## src/rtl/tcp_pkg.sv

```systemverilog
// Package: shared codes for the transmit capture block.
// Assumes three-level pins arrive as 2-bit codes; 11 is read as HIGH.
package tcp_pkg;
    typedef enum logic [1:0] {
        LVL_LOW  = 2'b00,
        LVL_MID  = 2'b01,
        LVL_HIGH = 2'b10,
        LVL_HIX  = 2'b11
    } lvl_code_t;

    typedef enum logic [1:0] {
        COV_NONE = 2'b00,
        COV_DATA = 2'b01,
        COV_FULL = 2'b10
    } cov_t;
endpackage

```

## src/rtl/tcp_mode_ctl.sv

```systemverilog
// Module: decodes the three-level configuration codes into the encoder
// enable, the select-pass gate and the parity coverage class.
// Assumes codes are stable for the cycle in which they are sampled.
module tcp_mode_ctl
    import tcp_pkg::*;
(
    input  logic [1:0] xmode_enc,
    input  logic [1:0] xmode_sel,
    input  logic [1:0] par_mode,
    output logic       enc_on,
    output logic       sel_ok,
    output cov_t       cov
);
    logic pm_low;
    logic pm_mid;

    // Encoder enable and select gate from the mode codes.
    always_comb begin
        enc_on = (lvl_code_t'(xmode_enc) != LVL_LOW);
        sel_ok = enc_on && (lvl_code_t'(xmode_sel) != LVL_HIGH)
                        && (lvl_code_t'(xmode_sel) != LVL_HIX);
    end

    // Coverage class from parity control and encoder state.
    always_comb begin
        pm_low = (lvl_code_t'(par_mode) == LVL_LOW);
        pm_mid = (lvl_code_t'(par_mode) == LVL_MID);
        if (pm_low)
            cov = COV_NONE;
        else if (pm_mid && enc_on)
            cov = COV_DATA;
        else
            cov = COV_FULL;
    end
endmodule

```

## src/rtl/tcp_parity.sv

```systemverilog
// Module: odd-parity test over a selectable set of character bits.
// Assumes the coverage class is already decoded; output is combinational.
module tcp_parity
    import tcp_pkg::*;
#(
    parameter int DATA_W = 8,
    parameter int CTRL_W = 2
) (
    input  logic [DATA_W-1:0] data,
    input  logic [CTRL_W-1:0] ctrl,
    input  logic              par_bit,
    input  cov_t              cov,
    output logic              bad
);
    logic data_x;
    logic ctrl_x;

    // Reduce each field and flag an even total of ones.
    always_comb begin
        data_x = ^data;
        ctrl_x = ^ctrl;
        unique case (cov)
            COV_DATA: bad = ~(data_x ^ par_bit);
            COV_FULL: bad = ~(data_x ^ ctrl_x ^ par_bit);
            default:  bad = 1'b0;
        endcase
    end
endmodule

```

## src/rtl/tcp_route.sv

```systemverilog
// Module: steers captured bits to the bypass word or the encoder fields.
// Assumes unused fields must read as zero.
module tcp_route #(
    parameter int DATA_W = 8,
    parameter int CTRL_W = 2,
    localparam int RAW_W = DATA_W + CTRL_W
) (
    input  logic [DATA_W-1:0] data,
    input  logic [CTRL_W-1:0] ctrl,
    input  logic              sel,
    input  logic              enc_on,
    input  logic              sel_ok,
    output logic [RAW_W-1:0]  raw,
    output logic [DATA_W-1:0] e_data,
    output logic [CTRL_W-1:0] e_ctrl,
    output logic              e_sel
);
    // Bypass word: data in the low bits, control bits above them.
    genvar gi;
    generate
        for (gi = 0; gi < RAW_W; gi++) begin : g_raw
            if (gi < DATA_W) begin : g_d
                assign raw[gi] = data[gi] & ~enc_on;
            end else begin : g_c
                assign raw[gi] = ctrl[gi-DATA_W] & ~enc_on;
            end
        end
    endgenerate

    // Encoder-side fields, zero while bypassed.
    always_comb begin
        e_data = enc_on ? data : '0;
        e_ctrl = enc_on ? ctrl : '0;
        e_sel  = sel_ok & sel;
    end
endmodule

```

## src/rtl/tx_char_capture.sv

```systemverilog
// Module: one-cycle capture register for a transmit character with mode
// routing and an odd-parity flag aligned to the registered character.
// Assumes a single clock and synchronous active-low reset.
module tx_char_capture
    import tcp_pkg::*;
#(
    parameter int DATA_W = 8,
    parameter int CTRL_W = 2,
    localparam int RAW_W = DATA_W + CTRL_W
) (
    input  logic              clk,
    input  logic              rst_n,
    input  logic [DATA_W-1:0] data_in,
    input  logic [CTRL_W-1:0] ctrl_in,
    input  logic              sel_in,
    input  logic              par_in,
    input  logic [1:0]        xmode_enc,
    input  logic [1:0]        xmode_sel,
    input  logic [1:0]        par_mode,
    output logic [RAW_W-1:0]  raw_char,
    output logic [DATA_W-1:0] enc_data,
    output logic [CTRL_W-1:0] enc_ctrl,
    output logic              enc_sel,
    output logic              enc_active,
    output logic              par_err
);
    logic              enc_on;
    logic              sel_ok;
    cov_t              cov;
    logic              bad_n;
    logic [RAW_W-1:0]  raw_n;
    logic [DATA_W-1:0] ed_n;
    logic [CTRL_W-1:0] ec_n;
    logic              es_n;

    tcp_mode_ctl u_mode (
        .xmode_enc (xmode_enc),
        .xmode_sel (xmode_sel),
        .par_mode  (par_mode),
        .enc_on    (enc_on),
        .sel_ok    (sel_ok),
        .cov       (cov)
    );

    tcp_parity #(.DATA_W(DATA_W), .CTRL_W(CTRL_W)) u_par (
        .data    (data_in),
        .ctrl    (ctrl_in),
        .par_bit (par_in),
        .cov     (cov),
        .bad     (bad_n)
    );

    tcp_route #(.DATA_W(DATA_W), .CTRL_W(CTRL_W)) u_route (
        .data   (data_in),
        .ctrl   (ctrl_in),
        .sel    (sel_in),
        .enc_on (enc_on),
        .sel_ok (sel_ok),
        .raw    (raw_n),
        .e_data (ed_n),
        .e_ctrl (ec_n),
        .e_sel  (es_n)
    );

    // Capture register: routed fields and parity flag move together.
    always_ff @(posedge clk) begin
        if (!rst_n) begin
            raw_char   <= '0;
            enc_data   <= '0;
            enc_ctrl   <= '0;
            enc_sel    <= 1'b0;
            enc_active <= 1'b0;
            par_err    <= 1'b0;
        end else begin
            raw_char   <= raw_n;
            enc_data   <= ed_n;
            enc_ctrl   <= ec_n;
            enc_sel    <= es_n;
            enc_active <= enc_on;
            par_err    <= bad_n;
        end
    end

    // bypass word follows the previous cycle's data and control pins.
    a_r3_raw_map: assert property (@(posedge clk) disable iff (!rst_n)
        ($past(rst_n) && !enc_active) |-> (raw_char == $past({ctrl_in, data_in})));

    // encoder-side data follows the pins, and the bypass word is quiet.
    a_r4_enc_fields: assert property (@(posedge clk) disable iff (!rst_n)
        ($past(rst_n) && enc_active) |-> (enc_data == $past(data_in) && raw_char == '0));

    // a HIGH select-mode code blocks the select bit.
    a_r5_sel_gate: assert property (@(posedge clk) disable iff (!rst_n)
        ($past(rst_n) && $past(xmode_sel[1])) |-> !enc_sel);

    // parity control LOW never raises an error.
    a_r6_no_err_low: assert property (@(posedge clk) disable iff (!rst_n)
        ($past(rst_n) && $past(par_mode) == 2'b00) |-> !par_err);

    // the first cycle after reset shows cleared outputs.
    a_r11_reset_clear: assert property (@(posedge clk) disable iff (!rst_n)
        !$past(rst_n) |-> (raw_char == '0 && !par_err && !enc_active && !enc_sel));
endmodule

```

## config.mk

```make
export PLATFORM = sky130hd
export DESIGN_NAME = tx_char_capture
export DESIGN_NICKNAME = d
export VERILOG_FILES = /design/src/rtl/tcp_pkg.sv /design/src/rtl/tcp_mode_ctl.sv /design/src/rtl/tcp_parity.sv /design/src/rtl/tcp_route.sv /design/src/rtl/tx_char_capture.sv
export SDC_FILE = /design/constraint.sdc
export NUM_CORES = 1
export LEC_CHECK = 0
export ABC_AREA = 1
export BUFFER_PORTS_ARGS = -buffer_cell sky130_fd_sc_hd__buf_4
export CELL_PAD_IN_SITES_DETAIL_PLACEMENT = 2
export CELL_PAD_IN_SITES_GLOBAL_PLACEMENT = 2
export CORE_UTILIZATION = 19
export CTS_CLUSTER_SIZE = 24
export DETAILED_ROUTE_END_ITERATION = 16
export PLACE_DENSITY_LB_ADDON = 0.1
export SETUP_SLACK_MARGIN = 0.5
export SLEW_MARGIN = 10
export SYNTH_ARGS = -nofsm -noshare
export SYNTH_HDL_FRONTEND = slang
export SYNTH_SLANG_ARGS = --single-unit
```

## constraint.sdc

```tcl
create_clock -name clk -period 0.8 [get_ports clk]
set_input_delay 0 -clock clk [delete_from_list [all_inputs] [get_ports clk]]
set_output_delay 0 -clock clk [all_outputs]
set_load 0.03 [all_outputs]
```

-- After elaboration in Yosys (flattened, before gate mapping)
Index checks and enable logic that the tools add are counted.
Widths: inputs -> output; s select.
- muxes and demuxes: 3
- bitwise logic cells: 17
- eq/ne operators: 5
- reduce and logical (&&, ||, !) cells: 8
- operators with widths (kind ; number):
    $and 1x1->1 ; 11
    $reduce_xor 8->1 ; 1
    $eq 2x1->1 const B ; 2
    $mux 2 ; 2
    $ne 2x2->1 const B ; 2
    $logic_and 1x1->1 ; 3
    $not 1->1 ; 3
    $xor 1x1->1 ; 3
    $eq 2x2->1 const B ; 1
    $logic_not 2->1 ; 1
    $pmux 1 s2 ; 1
    $reduce_and 2->1 ; 1
    $reduce_bool 2->1 ; 1
    $reduce_xor 2->1 ; 1
- word-level logic and storage cells: 39
- output and inout bits: 23
- register bits: 23

-- Depth between registers and ports, before layout
Gate-level depths: netlist of the first run.
- word-level depth: 6
- mapped depth: 10

-- By module
Synthesis of the first run repeated with hierarchy kept, for this count alone.
- cells, all modules: 178
- area total of the unflattened synthesis: 1122.3 um^2
- by module, submodules not included (module ; times used ; area an instance (um^2) ; seq. area each (um^2) ; cells an instance):
    tx_char_capture ; 1 ; 655.6 ; 460.4 ; 71
    tcp_parity ; 1 ; 261.5 ; 0.0 ; 55
    tcp_route ; 1 ; 172.7 ; 0.0 ; 44
    tcp_mode_ctl ; 1 ; 32.5 ; 0.0 ; 8

-- Worst setup path after synthesis of the first run
OpenSTA, ideal clock, no wires.
- path type: in2reg
- start point: in data_in[7]
- end point: reg par_err
- setup time: 0.122 ns
- arrival: 0.481 ns
- path buffers: 0
- cell stages on the path: 10
- data required time: 0.678 ns
- slack: 0.198 ns
- path through: inv_2 -> nand2_2 -> nand2_1 -> nand2_1 -> nand2_1 -> inv_1 -> nand2_2 -> nand2_1 -> nand2_1 -> a21oi_2
- word-level cells in the longest chain between the ends: 5
- elaborated cells between the ends (all ways): 7
- those cells by class: mux (1); bitwise (5); reduce/logical (1)
- RTL lines (item ; line ; text):
    start: declaration ; tx_char_capture.sv:13 ; input logic [DATA_W-1:0] data_in,
    $reduce_xor 8->1 (*) ; tcp_parity.sv:20 ; data_x = ^data;
    $xor 1x1->1 (2 in a row) ; tcp_parity.sv:24 ; COV_FULL: bad = ~(data_x ^ ctrl_x ^ par_bit);
    $not 1->1 ; tcp_parity.sv:24 ;
    $pmux 1 s2 (*) ; tcp_parity.sv:22 ; unique case (cov)
    end signal: assignment ; tx_char_capture.sv:80 ; par_err <= bad_n;
    end: declaration ; tx_char_capture.sv:25 ; output logic par_err
Mark *: on every way between the ends. The rest lies on a longest branch, timed or not.
A chain may end at the register's enable or synchronous reset.

-- Final worst setup path of the first run
- start point: reg enc_data[2]
- end point: out enc_data[2]
- RTL lines (item ; line ; text):
    start: declaration ; tx_char_capture.sv:21 ; output logic [DATA_W-1:0] enc_data,
    start signal: assignment ; tx_char_capture.sv:76 ; enc_data <= ed_n;
No word-level cell between the ends.

==> results of run 1 <==
-- worst min path at each step --
stage | startpoint | end | slack, ns | cells after the start
6_report | xmode_sel[1] | enc_sel | -0.13 | 2
5_1_grt | xmode_sel[1] | enc_sel | -0.13 | 2
4_1_cts | xmode_sel[1] | enc_sel | -0.13 | 2
3_5_place_dp | xmode_sel[1] | enc_sel | 0.15 | 2
3_3_place_gp | xmode_sel[1] | enc_sel | 0.15 | 2
2_1_floorplan | xmode_sel[1] | enc_sel | 0.06 | 1
-- timing repair --
action,CTS,global route
endpoints found under the hold margin,1,1
gates cloned,1,1
gates resized for setup,44,64
endpoints found under the setup margin,36,37
pin swaps,16,28
setup buffers,6,4
-- placed cells by master (no fill, tap or decap), types with 2 or more instances in the layout --
| master | Yosys | routed |
|---|---|---|
| nand2_2 | 5 | 16 |
| buf_8 | 0 | 3 |
| nand3_4 | 0 | 2 |
| buf_12 | 0 | 2 |
| buf_4 | 0 | 23 |
| nor2_2 | 1 | 8 |
| nor2_1 | 23 | 12 |
| inv_4 | 0 | 6 |
| nand2_8 | 0 | 3 |
| clkbuf_8 | 0 | 3 |
| nor2_4 | 0 | 4 |
| inv_2 | 6 | 8 |
| dfxtp_4 | 0 | 22 |
| nand2_1 | 28 | 11 |
| nand3_2 | 0 | 4 |
| nand2_4 | 0 | 4 |
| buf_6 | 0 | 32 |
-- power groups by stage --
stage | Combinational (µW) | Clock, µW | Sequential [µW]
final | 763 | 711 | 1180
after global routing | 818 | 779 | 1180
after CTS | 624 | 747 | 1180
after detailed placement | 514 | 0 | 1190
after global placement | 500 | 0 | 1190
after floorplan | 172 | 0 | 1300
-- layout make-up --
| class | count | area (µm²) | share of cell area [%] |
|---|---|---|---|
| timing repair buffer | 60 | 618 | 33.2 |
| sequential | 23 | 544 | 29.2 |
| multi-input combinational | 66 | 475 | 25.5 |
| inverter | 19 | 116 | 6.25 |
| tap | 50 | 62.6 | 3.36 |
| clock buffer | 3 | 41.3 | 2.22 |
| clock inverter | 1 | 5.00 | 0.269 |
-- per-stage QoR --
stage | utilization (%) | total power [µW] | area (µm²) | hold WS (ns) | TNS, ns
finish | 46.2 | 2650 | 1860 | -0.131 | 0
global route | 46.2 | 2780 | 1860 | -0.135 | 0
CTS | 40.3 | 2550 | 1620 | -0.134 | 0
detailed placement | 33.8 | 1710 | 1360 | 0.152 | -0.0301
global placement | 33.8 | 1690 | 1360 | 0.146 | -0.00812
floorplan | - | 1470 | 936 | 0.0619 | 0
-- flip-flops by register name (all words and copies together) (netlist names) --
register	flops
enc_active	1
enc_ctrl	2
enc_data	8
enc_sel	1
par_err	1
raw_char	10
-- per-layer routing --
| metal | up-vias | share of wire [%] | global-route usage (%) |
|---|---|---|---|
| li1 | 447 | - | - |
| met1 | 436 | 37 | 12.9 |
| met2 | 21 | 58 | 24.1 |
| met3 | 4 | 3.3 | 1.71 |
| met4 | 0 | 1.6 | 5.59 |
| met5 | - | 0 | 0 |
-- kinds of logic (layout without fill, tap and decap cells) --
family                 after synthesis  in the layout  share of synthesized area (%)
and+or+nand+nor                     62             64                           31.6
DFF                                 23             23                           57.2
buffers and inverters               20             83                           9.49
AOI/OAI and AO/OA                    2              2                           1.71
==> flow_summary.ini, run 1 <==
[sta]
tightest_slew_ns = 0.311
clock.fmax_mhz = 1350
timing.hold.ws_ns = -0.131
final.min_clock_period_ns = 0.739
setup_ws_ns = 0.0613
fin_crit_sh_pct = 92.3
grt_setup_unrepaired = true
final-max-slew-violation-count = 0
slew_headroom_pct = 79.1
hold_violations = 1
setup-violations-final = 0

[setup_path]
start_kind = flip-flop
slowest_stage = dfxtp_4
worst_ep_arrival_time_ns = 0.74
crit_start = enc_data[2]
critPathTopFamily = flip-flops
path_buf_inv = 1
cp_max_fo = 1
critPathKind = flip-flop to output port
cp_slowest_stage_delay_ns = 0.35
cp-end-kind = output port
path_depth = 1
critPathCapture = enc_data[2]
required_ns = 0.80
cp_cell_sequence = buf_6

[placed_design]
gp_congestion = 0.619
io_buffers = 41
hpwlAfterDp_um = 1850
post-place-ws_ns = -0.0301
dp_cells = 206

[synth]
ys_warn_count = 0
syn_avg_cell_area_um2 = 7.52
synth_nets = 127
synth_area_um2 = 805
ys_top_cells_by_count = nand2_1 (28), dfxtp_1 (23), nor2_1 (23), inv_1 (13), inv_2 (6)
yosys.area.top_type_share_pct = 57.2
synth_edf_count = 0
synth_flop_cell = dfxtp_1
ys_async_sr_fraction_pct = 0
synthTopCellsByArea = dfxtp_1 (57%), nand2_1 (13%), nor2_1 (11%)
synth_top_area_cell = dfxtp_1
syn_inst = 107
ys_seq_area_share_pct = 57.2
yosysMostFrequentCell = nand2_1
ys_ff_latch = 23
synth.distinct_cells = 11

[route]
drc_errors = 0
ant_nets = 0
first_iter_violations = 5
vias = 908
viasPerCell = 4.09
detail_route.first_pass.iterations = 4
wirelength_um = 2840
avgRoutedWirePerCell_um = 12.8

[cells_and_area]
diodes = 0
synthToLayoutAreaGrowth_pct = 132
fill_cells = 441
drive_above_1_share_pct = 85.5
final_net_count = 193
stdcell_count = 222

[clock_network]
cts_root_buf = clkbuf_8
cts_tree = built
cts_buffer_depth = 2
htreeDepth = 1
numClockSinks = 23
path_clk_slew_ns = 0.08
numCtsBuffers = 3

[power_and_ir_drop]
power_switching_uw = 788
p_comb_share_pct = 28.8
sw_frac_of_total_pct = 29.7
clockPowerShare_pct = 26.8
leakagePower_uw = 0.000866
pwr-share-seq_pct = 44.4
ir_drop_uv = 532
powerDensity_mw_per_mm2 = 1420
p_int_uw = 1860

[outcome]
status = finished with violations
violations = hold timing

[die]
dieArea_mm2 = 0.00450
die_x_um = 67.1
coreArea_mm2 = 0.00403
start_util_pct = 20.0
fp.dieH_um = 67.1
ios = 43
rows = 23

[grt]
grt_start_max_net_pins = 14
track_usage_pct = 12.5
grt_pass1_wl_um = 4050
overflow = 0
grt_antenna_before_repair = 0
grt_pass1_vias = 884

[job]
drv_cap = 0

[hold_path]
hp-class = primary input to flip-flop
(Power assumes the default switching activity.)
==> run 2, diff against run 1 <==
--- a/config.mk
+++ b/config.mk
@@ -10,6 +10,7 @@
 export CELL_PAD_IN_SITES_DETAIL_PLACEMENT = 2
 export CELL_PAD_IN_SITES_GLOBAL_PLACEMENT = 2
 export CORE_UTILIZATION = 19
+export CTS_BUF_LIST = sky130_fd_sc_hd__clkbuf_16
 export CTS_CLUSTER_SIZE = 24
 export DETAILED_ROUTE_END_ITERATION = 16
 export PLACE_DENSITY_LB_ADDON = 0.1
==> run 2 against run 1 <==
  * The flow still finishes with violations (hold timing)
  * Worst hold slack better by 0.010 ns
  * Critical path depth stayed put
  * Sequential share of layout area is 1.4 points lower
  * Worst setup slack better by 0.015 ns
  * First-iteration DRC count is 140% higher
  * Highest routed layer unchanged
  * Maximum frequency is 2.0% higher
  * Global-route usage is 1.4 points higher
  * Core utilization is 2.3 points higher
  * Design area is 4.9% higher
==> flow_summary.ini, run 2 (synthesized netlist as in run 1, its figures left out) <==
[outcome]
status = finished with violations
violations = hold timing

[clock_network]
cts_buffer_depth = 2
numCtsBuffers = 3
cts_tree = built
htreeDepth = 1
numClockSinks = 23
path_clk_slew_ns = 0.06
cts_root_buf = clkbuf_16

[setup_path]
critPathTopFamily = flip-flops
cp_slowest_stage_delay_ns = 0.34
cp-end-kind = output port
cp_max_fo = 1
path_buf_inv = 1
worst_ep_arrival_time_ns = 0.72
cp_cell_sequence = buf_6
slowest_stage = dfxtp_4
required_ns = 0.80
critPathKind = flip-flop to output port
start_kind = flip-flop

[cells_and_area]
most-common-layout-cells = buf_6 (32), buf_4 (23), nand2_2 (22), dfxtp_4 (22), nor2_1 (12)
top_register = raw_char
drive_above_1_share_pct = 88.6
synthToLayoutAreaGrowth_pct = 143
final_common_cell = buf_6
final_net_count = 196
largest_reg_flops = 10
fill_cells = 428
top_regs = raw_char x10, enc_data x8, enc_ctrl x2
design_area_mm2 = 0.00195
diodes = 0
regArea_um2 = 544
multi_input_area_um2 = 498

[placed_design]
post-place-ws_ns = -0.0301
hpwlAfterDp_um = 1850
gp_congestion = 0.619
placed_cell_area_mm2 = 0.00136
io_buffers = 41

[power_and_ir_drop]
powerDensity_mw_per_mm2 = 1560
ir_drop_uv = 753
leakagePower_uw = 0.000899
power.total_uw = 3050

[grt]
track_usage_pct = 13.8
overflow = 0
grt_pass1_vias = 943
grt_antenna_before_repair = 0
grt_pass1_wl_um = 4440
grt_start_max_net_pins = 14

[route]
drc_errors = 0
first_iter_violations = 12
avgRoutedWirePerCell_um = 13.2
ant_nets = 0
vias = 911
detail_route.first_pass.iterations = 4
wirelength_um = 2980
viasPerCell = 4.05

[die]
rows = 23
die_x_um = 67.1
start_util_pct = 20.0
ios = 43
coreArea_mm2 = 0.00403
dieArea_mm2 = 0.00450
fp.dieH_um = 67.1

[sta]
fin_crit_sh_pct = 90.5
timing.hold.ws_ns = -0.121
grt_setup_unrepaired = true
final.min_clock_period_ns = 0.724
hold_violations = 1
tightest_slew_ns = 0.333
final-max-slew-violation-count = 0
setup-violations-final = 0
setup_ws_ns = 0.0761
slew_headroom_pct = 77.5
clock.fmax_mhz = 1380

[job]
drv_cap = 0

[hold_path]
hp-class = primary input to flip-flop
## run 2: cell count changes in the layout (fill, tap and decap cells not counted), moves of 3 or more
cell,previous run,this run
nor2_2,8,5
nand2_2,16,22
clkbuf_16,0,3
buf_8,3,7
nor2_4,4,7
clkbuf_8,3,0
nand2_1,11,6
## run 2: where the power goes
| part | total, µW | internal (µW) | switching [µW] |
|---|---|---|---|
| clock | 1070 | 672 | 399 |
| combinational | 801 | 384 | 417 |
| sequential | 1180 | 1160 | 23.6 |
| total | 3050 | 2210 | 839 |
## run 2: final timing paths
kind | to | cells after the start | start | slack [ns]
hold / removal | enc_sel | 2 | xmode_sel[1] | -0.12
setup / recovery | enc_data[2] | 1 | enc_data[2] | 0.08
## run 2: metal layers
metal  share of wire [%]  vias to the layer above  global-route usage, %
li1                    -                      450                      -
met1                  35                      434                   14.5
met2                  60                       22                   26.3
met3                 2.9                        5                   1.71
met4                 2.2                        0                   7.18
met5                   0                        -                      0
## run 2: what timing repair did
| action | in CTS | in global routing |
|---|---|---|
| gates cloned | 2 | 0 |
| pin swaps | 18 | 32 |
| setup endpoints to repair | 37 | 37 |
| resized for setup | 47 | 71 |
| setup buffers | 6 | 7 |
| hold endpoints to repair | 1 | 1 |
## run 2: layout make-up
class | instances | share of cell area [%]
repair buffers | 63 | 33.7
flip-flops and latches | 23 | 27.8
multi-input cells | 66 | 25.5
inverters | 19 | 5.70
clock buffers | 3 | 3.84
well taps | 50 | 3.20
clock inverters | 1 | 0.256
## run 2: metrics by stage
| step | TNS (ns) | utilization, % | cells |
|---|---|---|---|
| global placement | -0.00812 | 33.8 | 206 |
| floorplan | 0 | - | 107 |
| CTS | 0 | 41.6 | 218 |
| finish | 0 | 48.5 | 225 |
| global route | 0 | 48.5 | 225 |
| detailed placement | -0.0301 | 33.8 | 206 |
==> run 3, diff against run 2 <==
--- a/config.mk
+++ b/config.mk
@@ -9,11 +9,12 @@
 export BUFFER_PORTS_ARGS = -buffer_cell sky130_fd_sc_hd__buf_4
 export CELL_PAD_IN_SITES_DETAIL_PLACEMENT = 2
 export CELL_PAD_IN_SITES_GLOBAL_PLACEMENT = 2
-export CORE_UTILIZATION = 19
+export CORE_UTILIZATION = 23
 export CTS_BUF_LIST = sky130_fd_sc_hd__clkbuf_16
 export CTS_CLUSTER_SIZE = 24
 export DETAILED_ROUTE_END_ITERATION = 16
 export PLACE_DENSITY_LB_ADDON = 0.1
+export REMOVE_ABC_BUFFERS = 1
 export SETUP_SLACK_MARGIN = 0.5
 export SLEW_MARGIN = 10
 export SYNTH_ARGS = -nofsm -noshare
==> constraint.sdc (replaced) <==
create_clock -name clk -period 0.9 [get_ports clk]
set_input_delay 0 -clock clk [delete_from_list [all_inputs] [get_ports clk]]
set_output_delay 0 -clock clk [all_outputs]
set_load 0.03 [all_outputs]
==> run 3 against run 2 <==
  * The run still ends with hold timing left
  * Sequential share of layout area rose by 4.4 points
  * Die area decreased by 17%
  * Sequential power decreased by 8%
  * Design area decreased by 22%
  * Core utilization decreased by 3.0 points
  * Largest power group unchanged
  * Worst hold slack better by 0.018 ns
  * Routed wire length fell by 14%
  * Count of clock-buffer cells in the layout unchanged
  * Clock power down 9.7%
  * Global-route usage is 0.24 points higher
  * Combinational power fell by 35%
  * Critical endpoint is now enc_data[3]
==> flow_summary.ini, run 3 (synthesized netlist as in run 1, its figures left out) <==
[route]
ant_nets = 0
viasPerCell = 4.19
vias = 858
detail_route.first_pass.iterations = 2
avgRoutedWirePerCell_um = 12.5
drc_errors = 0
wirelength_um = 2560
first_iter_violations = 4

[clock_network]
cts_tree = built
path_clk_slew_ns = 0.06
numCtsBuffers = 3
cts_root_buf = clkbuf_16
htreeDepth = 1
numClockSinks = 23
cts_buffer_depth = 2

[die]
ios = 43
fp.dieH_um = 61.1
die_x_um = 61.1
start_util_pct = 24.1
coreArea_mm2 = 0.00334
rows = 21
dieArea_mm2 = 0.00374

[cells_and_area]
most-common-layout-cells = buf_6 (27), dfxtp_2 (23), nor2_1 (21)
multi_input_area_um2 = 325
finish.utilization_pct = 45.5
final_net_count = 180
top_regs = raw_char x10, enc_data x8, enc_ctrl x2
diodes = 0
drive_above_1_share_pct = 71.1
final_common_cell = buf_6
fill_cells = 363
largest_reg_flops = 10
synthToLayoutAreaGrowth_pct = 88.6
regArea_um2 = 489
top_register = raw_char

[setup_path]
cp_slowest_stage_delay_ns = 0.33
cp_cell_sequence = buf_6
cp_max_fo = 1
critPathKind = flip-flop to output port
worst_ep_arrival_time_ns = 0.71
required_ns = 0.90
start_kind = flip-flop
slowest_stage = dfxtp_2
critPathTopFamily = flip-flops
cp-end-kind = output port
path_buf_inv = 1

[power_and_ir_drop]
ir_drop_uv = 541
leakagePower_uw = 0.000770
powerDensity_mw_per_mm2 = 1700

[grt]
grt_pass1_wl_um = 3730
track_usage_pct = 14.1
grt_start_max_net_pins = 15
overflow = 0
grt_pass1_vias = 894
grt_antenna_before_repair = 0

[hold_path]
hp-class = primary input to flip-flop
hp-start = xmode_sel[1]
hold-path-endpoint = enc_sel
hold_depth = 2

[sta]
grt_setup_unrepaired = true
clock.fmax_mhz = 1410
final.min_clock_period_ns = 0.708
slew_headroom_pct = 84.0
timing.hold.ws_ns = -0.103
final-max-slew-violation-count = 0
hold_violations = 9
setup-violations-final = 0
fin_tns_setup_ns = 0
fin_crit_sh_pct = 78.6
tightest_slew_ns = 0.237

[outcome]
violations = hold timing
status = finished with violations

[placed_design]
hpwlAfterDp_um = 1880
io_buffers = 41
gp_congestion = 0.640

[job]
drv_cap = 0
## run 3: cell types whose count changed in the layout (fill, tap and decap cells not counted), sizes merged
cell and change:
nand2 -1, buf -14, nand3 -1, clkinv -1, clkinvlp +1
## run 3: area by class of cell
type	count	share of cell area [%]
clock inverters	1	0.495
flip-flops and latches	23	32.2
multi-input cells	64	21.4
repair buffers	49	31.9
inverters	19	5.19
clock buffers	3	4.95
well taps	46	3.79
## run 3: what timing repair did
| item | CTS | global route |
|---|---|---|
| pin swaps | 11 | 15 |
| setup buffers | 3 | 1 |
| hold endpoints to repair | 9 | 7 |
| setup endpoints to repair | 35 | 27 |
| gates resized for setup | 65 | 19 |
## run 3: worst max path at each step
stage,start,endpoint,slack [ns],cells past startpoint
finish,enc_data[3],enc_data[3],0.19,1
global route,enc_data[3],enc_data[3],0.16,1
CTS,raw_char[9],raw_char[9],0.19,1
detailed placement,data_in[2],par_err,0.05,9
global placement,data_in[5],par_err,0.1,8
floorplan,data_in[7],par_err,0.30,10
## run 3: where the power goes
part,leakage [µW],switching (µW),internal [µW],total [µW]
registers,0.000198,20.0,1070,1090
clock network,0.0000371,364,602,966
logic,0.000535,284,236,520
## run 3: per-layer routing
layer	global-route usage [%]	vias to the layer above	wire (µm)	share of wire [%]
met3	1.89	4	80	3.1
met5	0	-	0	0
li1	-	418	-	-
met1	12.7	414	877	34
met4	8.77	0	44	1.7
met2	28.7	22	1560	61
## run 3: through the flow
stage / hold WS (ns) / instances / cell area, µm² / worst slack [ns] / total power [µW]
floorplan: 0.0718 / 106 / 800 / 0.298 / 1320
global placement: 0.159 / 197 / 1190 / 0.0981 / 1510
detailed placement: 0.166 / 197 / 1190 / 0.0453 / 1520
CTS: -0.113 / 204 / 1460 / 0.186 / 2580
global route: -0.100 / 205 / 1520 / 0.164 / 2700
finish: -0.103 / 205 / 1520 / 0.192 / 2580
